<file path="config.mk">
export PLATFORM = sky130hd
export DESIGN_NAME = alsu16
export DESIGN_NICKNAME = d
export VERILOG_FILES = /design/src/rtl/alsu16_pkg.sv /design/src/rtl/alsu16_arith.sv /design/src/rtl/alsu16_logic.sv /design/src/rtl/alsu16_shift.sv /design/src/rtl/alsu16.sv
export SDC_FILE = /design/constraint.sdc
export NUM_CORES = 1
export LEC_CHECK = 0
export BUFFER_PORTS_ARGS = -buffer_cell sky130_fd_sc_hd__clkbuf_2
export CAP_MARGIN = 0
export CORE_AREA = 2 2 79 81
export DETAILED_ROUTE_END_ITERATION = 6
export DIE_AREA = 0 0 81 83
export MAX_ROUTING_LAYER = met4
export PLACE_DENSITY = 0.72
export SLEW_MARGIN = 20
export SYNTH_ARGS = -nofsm -noshare
export SYNTH_HDL_FRONTEND = slang
export SYNTH_HIERARCHICAL = 1
export SYNTH_SLANG_ARGS = --single-unit
</file>
<file path="constraint.sdc">
create_clock -name vclk -period 4.8
set_input_delay 0 -clock vclk [all_inputs]
set_output_delay 0 -clock vclk [all_outputs]
set_load 0.02 [all_outputs]
</file>
<file path="src/rtl/alsu16_pkg.sv">
// Package: shared function-code layout for the arithmetic logic shift unit.
// The upper two bits of the code select a sub-unit; the lower two select the
// operation inside it. Values are fixed because the datapath decodes them.
package alsu16_pkg;

    typedef enum logic [1:0] {
        GRP_ARITH = 2'b00,
        GRP_LOGIC = 2'b01,
        GRP_SHR   = 2'b10,
        GRP_SHL   = 2'b11
    } alsu_grp_e;

    localparam logic [3:0] FN_PASS_INC = 4'b0000;
    localparam logic [3:0] FN_ADD      = 4'b0001;
    localparam logic [3:0] FN_SUB      = 4'b0010;
    localparam logic [3:0] FN_DEC      = 4'b0011;
    localparam logic [3:0] FN_AND      = 4'b0100;
    localparam logic [3:0] FN_OR       = 4'b0101;
    localparam logic [3:0] FN_XOR      = 4'b0110;
    localparam logic [3:0] FN_NOT      = 4'b0111;
    localparam logic [3:0] FN_SHR      = 4'b1000;
    localparam logic [3:0] FN_ROR      = 4'b1001;
    localparam logic [3:0] FN_RORC     = 4'b1010;
    localparam logic [3:0] FN_ASR      = 4'b1011;
    localparam logic [3:0] FN_SHL      = 4'b1100;
    localparam logic [3:0] FN_ROL      = 4'b1101;
    localparam logic [3:0] FN_ROLC     = 4'b1110;
    localparam logic [3:0] FN_ASL      = 4'b1111;

endpackage

</file>
<file path="src/rtl/alsu16_arith.sv">
// Arithmetic sub-unit: one adder whose second operand is 0, B, ~B or all-ones,
// selected by op, plus the carry input. Reports the carry out of the MSB and
// two's-complement overflow of the addition actually performed.
// Assumes: WIDTH >= 2; purely combinational.
module alsu16_arith #(
    parameter int WIDTH = 16
) (
    input  logic [WIDTH-1:0] a_i,
    input  logic [WIDTH-1:0] b_i,
    input  logic [1:0]       op_i,
    input  logic             cin_i,
    output logic [WIDTH-1:0] res_o,
    output logic             cout_o,
    output logic             ovf_o
);

    localparam int MSB = WIDTH - 1;

    logic [WIDTH-1:0] b_eff;
    logic [WIDTH:0]   sum;

    // Pick the second adder operand for the requested operation.
    always_comb begin
        unique case (op_i)
            2'b00:   b_eff = '0;
            2'b01:   b_eff = b_i;
            2'b10:   b_eff = ~b_i;
            default: b_eff = '1;
        endcase
    end

    // Single carry chain shared by all four arithmetic operations.
    always_comb begin
        sum    = {1'b0, a_i} + {1'b0, b_eff} + {{WIDTH{1'b0}}, cin_i};
        res_o  = sum[MSB:0];
        cout_o = sum[WIDTH];
        ovf_o  = (a_i[MSB] == b_eff[MSB]) && (sum[MSB] != a_i[MSB]);
    end

    // Identity checks on the pass-through encodings.
    always_comb begin
        if (op_i == 2'b00 && !cin_i)
            AST_PASS_NO_CARRY: assert (res_o == a_i && !cout_o && !ovf_o) else $error("pass A altered");
        if (op_i == 2'b11 && cin_i)
            AST_DEC_PLUS_ONE_IDENTITY: assert (res_o == a_i) else $error("A-1+1 not A");
    end

endmodule

</file>
<file path="src/rtl/alsu16_logic.sv">
// Logic sub-unit: bitwise AND, OR, XOR of A and B, or the inverse of A.
// Assumes: purely combinational; flags for this group are produced at the top.
module alsu16_logic #(
    parameter int WIDTH = 16
) (
    input  logic [WIDTH-1:0] a_i,
    input  logic [WIDTH-1:0] b_i,
    input  logic [1:0]       op_i,
    output logic [WIDTH-1:0] res_o
);

    // Bitwise operation chosen by op.
    always_comb begin
        unique case (op_i)
            2'b00:   res_o = a_i & b_i;
            2'b01:   res_o = a_i | b_i;
            2'b10:   res_o = a_i ^ b_i;
            default: res_o = ~a_i;
        endcase
    end

endmodule

</file>
<file path="src/rtl/alsu16_shift.sv">
// Shift/rotate sub-unit for one direction (LEFT=0: right, LEFT=1: left).
// op picks the bit that enters: 0, the wrapped bit, the carry input, or the
// arithmetic fill. The bit pushed out becomes the carry. Only an arithmetic
// left shift reports overflow (sign change).
// Assumes: WIDTH >= 2; single-place moves only.
module alsu16_shift #(
    parameter int WIDTH = 16,
    parameter bit LEFT  = 1'b0
) (
    input  logic [WIDTH-1:0] a_i,
    input  logic [1:0]       op_i,
    input  logic             cin_i,
    output logic [WIDTH-1:0] res_o,
    output logic             cout_o,
    output logic             ovf_o
);

    localparam int MSB = WIDTH - 1;

    logic fill;

    generate
        if (LEFT) begin : g_left
            // Choose the bit entering position 0.
            always_comb begin
                unique case (op_i)
                    2'b01:   fill = a_i[MSB];
                    2'b10:   fill = cin_i;
                    default: fill = 1'b0;
                endcase
            end
            // Move left by one and report the bit leaving the MSB.
            always_comb begin
                res_o  = {a_i[MSB-1:0], fill};
                cout_o = a_i[MSB];
                ovf_o  = (op_i == 2'b11) ? (a_i[MSB] ^ a_i[MSB-1]) : 1'b0;
            end
        end else begin : g_right
            // Choose the bit entering the MSB.
            always_comb begin
                unique case (op_i)
                    2'b01:   fill = a_i[0];
                    2'b10:   fill = cin_i;
                    2'b11:   fill = a_i[MSB];
                    default: fill = 1'b0;
                endcase
            end
            // Move right by one and report the bit leaving position 0.
            always_comb begin
                res_o  = {fill, a_i[MSB:1]};
                cout_o = a_i[0];
                ovf_o  = 1'b0;
            end
        end
    endgenerate

endmodule

</file>
<file path="src/rtl/alsu16.sv">
// Top of the arithmetic logic shift unit. All four sub-units compute in
// parallel; fsel_i[3:2] selects which one drives the result, carry and
// overflow. Zero and sign are derived once from the selected result.
// Assumes: WIDTH >= 2; purely combinational, no clock or reset.
module alsu16
    import alsu16_pkg::*;
#(
    parameter int WIDTH = 16
) (
    input  logic [WIDTH-1:0] opa_i,
    input  logic [WIDTH-1:0] opb_i,
    input  logic [3:0]       fsel_i,
    input  logic             cin_i,
    output logic [WIDTH-1:0] res_o,
    output logic             ovf_o,
    output logic             neg_o,
    output logic             zero_o,
    output logic             cout_o
);

    localparam int MSB = WIDTH - 1;

    logic [WIDTH-1:0] ar_res, lg_res, sr_res, sl_res;
    logic             ar_c, ar_v, sr_c, sr_v, sl_c, sl_v;
    alsu_grp_e        grp;
    logic [1:0]       op;

    assign grp = alsu_grp_e'(fsel_i[3:2]);
    assign op  = fsel_i[1:0];

    alsu16_arith #(.WIDTH(WIDTH)) u_arith (
        .a_i(opa_i), .b_i(opb_i), .op_i(op), .cin_i(cin_i),
        .res_o(ar_res), .cout_o(ar_c), .ovf_o(ar_v)
    );

    alsu16_logic #(.WIDTH(WIDTH)) u_logic (
        .a_i(opa_i), .b_i(opb_i), .op_i(op), .res_o(lg_res)
    );

    alsu16_shift #(.WIDTH(WIDTH), .LEFT(1'b0)) u_shr (
        .a_i(opa_i), .op_i(op), .cin_i(cin_i),
        .res_o(sr_res), .cout_o(sr_c), .ovf_o(sr_v)
    );

    alsu16_shift #(.WIDTH(WIDTH), .LEFT(1'b1)) u_shl (
        .a_i(opa_i), .op_i(op), .cin_i(cin_i),
        .res_o(sl_res), .cout_o(sl_c), .ovf_o(sl_v)
    );

    // Route the selected sub-unit's result, carry and overflow to the outputs.
    always_comb begin
        unique case (grp)
            GRP_ARITH: begin res_o = ar_res; cout_o = ar_c; ovf_o = ar_v; end
            GRP_LOGIC: begin res_o = lg_res; cout_o = 1'b0; ovf_o = 1'b0; end
            GRP_SHR:   begin res_o = sr_res; cout_o = sr_c; ovf_o = sr_v; end
            default:   begin res_o = sl_res; cout_o = sl_c; ovf_o = sl_v; end
        endcase
    end

    // Zero and sign flags from the selected result.
    always_comb begin
        zero_o = ~|res_o;
        neg_o  = res_o[MSB];
    end

    // Cross-unit consistency checks.
    always_comb begin
        if (grp == GRP_LOGIC)
            AST_LOGIC_FLAGS_CLEAR: assert (!cout_o && !ovf_o) else $error("logic flags set");
        if (fsel_i == FN_NOT)
            AST_NOT_COMPLEMENT: assert ((res_o ^ opa_i) == {WIDTH{1'b1}}) else $error("NOT wrong");
        if (fsel_i == FN_ROR)
            AST_ROR_WRAP: assert (res_o[MSB] == cout_o) else $error("ror wrap");
        if (fsel_i == FN_ROL)
            AST_ROL_WRAP: assert (res_o[0] == cout_o) else $error("rol wrap");
        if (zero_o)
            AST_ZERO_NOT_NEG: assert (!neg_o) else $error("zero and negative");
    end

endmodule

</file>
==> summary.txt, run 1 <==
Synthesis
  – Main area contributors after synthesis: mux4_1 (23%), ha_1 (22%), buf_4 (9.5%), mux2_2 (7.1%), inv_1 (7.0%)
  – Synth Net Count: approximately 380
  – Synthesized instance count: ~300
  – Seq/Total Area, Yosys: 0%
  – Count of different cell masters after synthesis: 42
  – Synthesized area: around 2900 sq um
  – Yosys warnings: 6
  – Synth Area per Inst: 9.69 sq um
  – Synth area leader: mux4_1
  – Top cell type's share of synthesized area: about 23%

Setup path
  – Slowest Stage Delay on Critical Path: just over 0.5 ns
  – Top delay family on crit path: compound AO/OA/AOI/OAI gates
  – Levels on crit path: 14
  – Kind of critical path: primary input to output port
  – CP max FO: 18
  – Worst EP required: around 4.8 ns
  – Crit path launch type: primary input
  – Critical path cell sequence: clkbuf_2, mux2_2, fa_1, fa_1, a211oi_1, o21bai_1, o21ai_2, o221ai_1, a21oi_1, xnor2_1, mux4_1, nor4_1, and4_1, clkbuf_2
  – Slowest cell on the critical path: mux4_1
  – Worst Path Buf+Inv: 2
  – Critical Path AT: 3.73 ns
  – CP endpoint kind: output port

Floorplan
  – Die ar.: ~6700 sq um
  – Placement row count: 28
  – Core Box Area: roughly 5800 sq um
  – Chip Height: roughly 83 um
  – Starting Density: 49.1%
  – IO Pins: 57
  – Die Width: just over 80 um

Route
  – DRC: 0
  – Antenna Nets Post-Route: 0
  – DR vias/cell: approximately 5.7
  – WL/cell: approximately 15 um
  – Total number of vias: 2175
  – Initial detailed-routing violation count: approximately 110
  – DRT Pass-1 Iters: 4
  – Detailed-route wire length: about 5900 um

STA
  – Final setup fails: 0
  – Final period utilization: between 70 and 80%
  – Setup WS post-layout: about 1.1 ns
  – Final min period: about 3.7 ns
  – Worst-margin pin slew: slightly above 0.6 ns
  – Setup_tns: 0 ns
  – Slew Limit Fails: 0
  – FMAX: between 200 and 300 MHz
  – Rel. slew slack: between 50% and 60%
  – RSZ-0062 raised after global routing: false
  – Hold Fails Final Rpt: 0

Layout
  – Seq cells: 0
  – Area occupied by multi-input gates: around 2300 sq um
  – Commonest non-fill, non-tap cells in the layout: clkbuf_2 (57), inv_1 (53), ha_1 (50)
  – FF+latch area: 0 sq um
  – N_diodes: 0
  – Number of clock buffers in the layout: 0
  – Layout Nets: around 400
  – Commonest non-fill, non-tap cell in the layout: clkbuf_2
  – Fillers: ~580
  – Layout cells sized above 1: between 20% and 30%
  – Final Instance Area: 2880 sq um
  – Area growth, synth to finish: 0.657%

Hold path
  – Worst Hold Depth: 3
  – Hold worst-path end: res_o[14]
  – HP Start: opa_i[13]
  – Worst min path class: primary input to output port

Pwr
  – PD cells: ~130 nW/um^2
  – Worst VDD drop: about 0.056 mV
  – Pleak: around 0.0015 uW

Clock network
  – Post-CTS setup buffer count: 0
  – Hold buffers post-CTS: 0
  – Post-CTS Resized: 0

Global routing
  – Number of global-route vias before repair: 2154
  – Initial antenna violation count: 0
  – First-pass GRT wire length: between 10000 and 15000 um
  – Largest net degree at the start of global routing: 23
  – Gr usage total: between 10% and 20%
  – Total gr overflow: 0

Run
  – Max-Cap Viols: 0

Placement
  – Port buffer count: 57
  – Dpl hpwl: 4910 um
  – Pre-CTS WS: about 1.1 ns
  – Final Wtd Congestion: between 0.8 and 0.9
  – Placed Area: ~2900 sq um

Outcome
  – Status: finished, final reports clean
## per-stage QoR
stage               hold WS (ns)  power [uW]  util [%]  std cells
floorplan                  0.372         291         -        295
global placement           0.546         354      49.5        381
detailed placement         0.559         365      49.5        381
CTS                        0.560         367      49.5        381
global route               0.581         403      49.5        381
finish                     0.551         365      49.5        381
## final cells by class
type,instances,area share (%)
Multi-Input combinational cell,194,79.4
Timing Repair Buffer,59,10.4
Inverter,53,6.92
Tap cell,75,3.26
## metal layers
layer | share of wire, % | global-route usage [%] | vias up | wire length, um
li1 | - | - | 1060 | -
met1 | 45 | 24.6 | 1070 | 2620
met2 | 52 | 32.8 | 41 | 3050
met3 | 2.6 | 0.326 | 4 | 155
met4 | 0.61 | 1.23 | 0 | 36
met5 | 0 | - | - | 0
## Yosys cell counts, drive strengths merged (2+ instances only)
cell type	count
mux4	32
a21oi	14
inv	53
fa	2
nand3	6
o21ai	7
nor2b	2
a211oi	2
xor2	7
clkbuf	3
o211ai	2
a21o	4
mux2i	2
a22o	2
nand2	10
ha	50
a211o	2
xnor2	8
buf	45
mux2	19
nor2	8
nor4	4
## cells by family (layout without fill, tap and decap cells)
kind of cell | Yosys count | in the layout | synth area share [%]
compound gates | 37 | 37 | 8.89
xor+xnor | 15 | 15 | 4.60
fa+ha+maj | 52 | 52 | 23.3
buf+inv | 101 | 112 | 20.1
mux | 53 | 53 | 36.7
other cells | 1 | 1 | 0.131
simple gates | 36 | 36 | 6.31
## worst min-delay path, stage by stage
cell and delay [ns]:
clkbuf_2 0.13, mux4_1 0.25, clkbuf_2 0.17
## power by group
part,switching (uW),internal (uW),leakage (uW),total [uW]
logic,195,169,0.00151,365
registers,0,0,0,0
clock network,0,0,0,0
## worst max path at each step
| stage | endpoint | from | slack (ns) |
|---|---|---|---|
| 4_1_cts | zero_o | fsel_i[1] | 1.05 |
| 3_3_place_gp | zero_o | fsel_i[1] | 1.19 |
| 6_report | zero_o | fsel_i[1] | 1.07 |
| 5_1_grt | zero_o | fsel_i[1] | 0.84 |
| 2_1_floorplan | zero_o | opb_i[0] | 1.51 |
| 3_5_place_dp | zero_o | fsel_i[1] | 1.06 |
(Power assumes the default switching activity.)
==> run 2: changes to the inputs <==
Clock period 4.8 ns to 3.87 ns, I/O delays scaled along.
==> summary.txt, run 2 (same netlist as run 1, synthesis figures left out) <==
Route
  – Initial detailed-routing violation count: 99
  – Total number of vias: between 2k and 2.5k
  – Antenna Nets Post-Route: 0
  – WL/cell: approximately 15 um
  – Detailed-route wire length: roughly 5600 um
  – DR vias/cell: about 5.6
  – DRT Pass-1 Iters: 4
  – DRC: 0

STA
  – Final min period: ~3.6 ns
  – Final period utilization: slightly above 90%
  – Worst-margin pin slew: just under 0.6 ns
  – FMAX: 279 MHz
  – Slew Limit Fails: 0
  – Hold Fails Final Rpt: 0
  – Rel. slew slack: 60.4%
  – Final setup fails: 0
  – RSZ-0062 raised after global routing: false
  – Setup_tns: 0 ns

Placement
  – Cells after DPL: about 380
  – Port buffer count: 57
  – Placed Area: a little under 3000 sq um
  – Dpl hpwl: roughly 4700 um
  – Final Wtd Congestion: a little under 0.8

Setup path
  – Crit path launch type: primary input
  – CP max FO: 4
  – CP endpoint kind: output port
  – Critical Path AT: 3.58 ns
  – Kind of critical path: primary input to output port
  – Worst EP required: approximately 3.9 ns

Floorplan
  – Placement row count: 28
  – Chip Height: ~83 um
  – Core Box Area: a little under 6000 sq um
  – IO Pins: 57
  – Die ar.: around 6700 sq um
  – Starting Density: between 40 and 50%
  – Die Width: 81 um

Layout
  – Commonest non-fill, non-tap cells in the layout: clkbuf_2 (57), inv_1 (53), ha_1 (50)
  – Final Instance Area: ~2900 sq um
  – Post-route insts no fill: ~380
  – Layout Nets: approximately 400
  – Fillers: slightly below 600
  – Seq cells: 0
  – FF+latch area: 0 sq um
  – N_diodes: 0
  – Area growth, synth to finish: 1.18%
  – Layout cells sized above 1: between 20 and 30%
  – Number of clock buffers in the layout: 0
  – Commonest non-fill, non-tap cell in the layout: clkbuf_2

Global routing
  – Number of global-route vias before repair: ~2.1k
  – Largest net degree at the start of global routing: 24
  – Total gr overflow: 0
  – Initial antenna violation count: 0
  – Gr usage total: about 17%
  – First-pass GRT wire length: roughly 9600 um

Run
  – Max-Cap Viols: 0

Clock network
  – Post-CTS Resized: 0
  – Post-CTS setup buffer count: 0
  – Hold buffers post-CTS: 0

Pwr
  – Worst VDD drop: ~0.068 mV
  – PD cells: 156 nW/um^2
  – Pleak: around 0.0015 uW

Outcome
  – Status: finished, final reports clean

Hold path
  – Worst min path class: primary input to output port
## run 2: changes by cell type in the layout (fill, tap and decap cells not counted)
cell   delta
buf_4     +2
## run 2: metrics by stage
step | total power [uW] | worst slack, ns | hold WS, ns | utilization (%)
3_5_place_dp | 450 | 0.281 | 0.564 | 49.7
2_1_floorplan | 360 | 0.584 | 0.372 | -
6_report | 450 | 0.286 | 0.562 | 49.7
5_1_grt | 494 | 0.0554 | 0.594 | 49.7
4_1_cts | 453 | 0.275 | 0.564 | 49.7
3_3_place_gp | 438 | 0.413 | 0.551 | 49.7
## run 2: power by group
group / leakage, uW / switching (uW) / internal (uW)
clock: 0 / 0 / 0
sequential: 0 / 0 / 0
combinational: 0.00152 / 239 / 211
## run 2: final timing paths
path	endpoint	cells past startpoint	slack, ns	startpoint
setup / recovery	zero_o	14	0.29	opb_i[0]
hold / removal	res_o[14]	3	0.56	opa_i[13]
## run 2: routing by layer
layer / vias to the layer above / wire, um / track usage (%)
met3: 0 / 120 / 0.109
li1: 1060 / - / -
met4: 0 / 0 / 0
met2: 32 / 2840 / 30.9
met5: - / 0 / -
met1: 1057 / 2640 / 23.3
## run 2: area by class of cell
class	instances	area [sq um]	share of cell area, %
Multi-Input combinational cell	194	2280	79.0
Tap cell	75	93.8	3.25
Inverter	53	199	6.88
Timing Repair Buffer	61	315	10.9
## run 2: critical path, stage by stage
cell,delay (ns)
clkbuf_2,0.10
mux2_2,0.35
fa_1,0.40
fa_1,0.45
a211oi_1,0.29
o21bai_1,0.15
o21ai_2,0.25
o221ai_1,0.16
a21oi_1,0.20
xnor2_1,0.07
mux4_1,0.50
nor4_1,0.27
and4_1,0.22
clkbuf_2,0.17
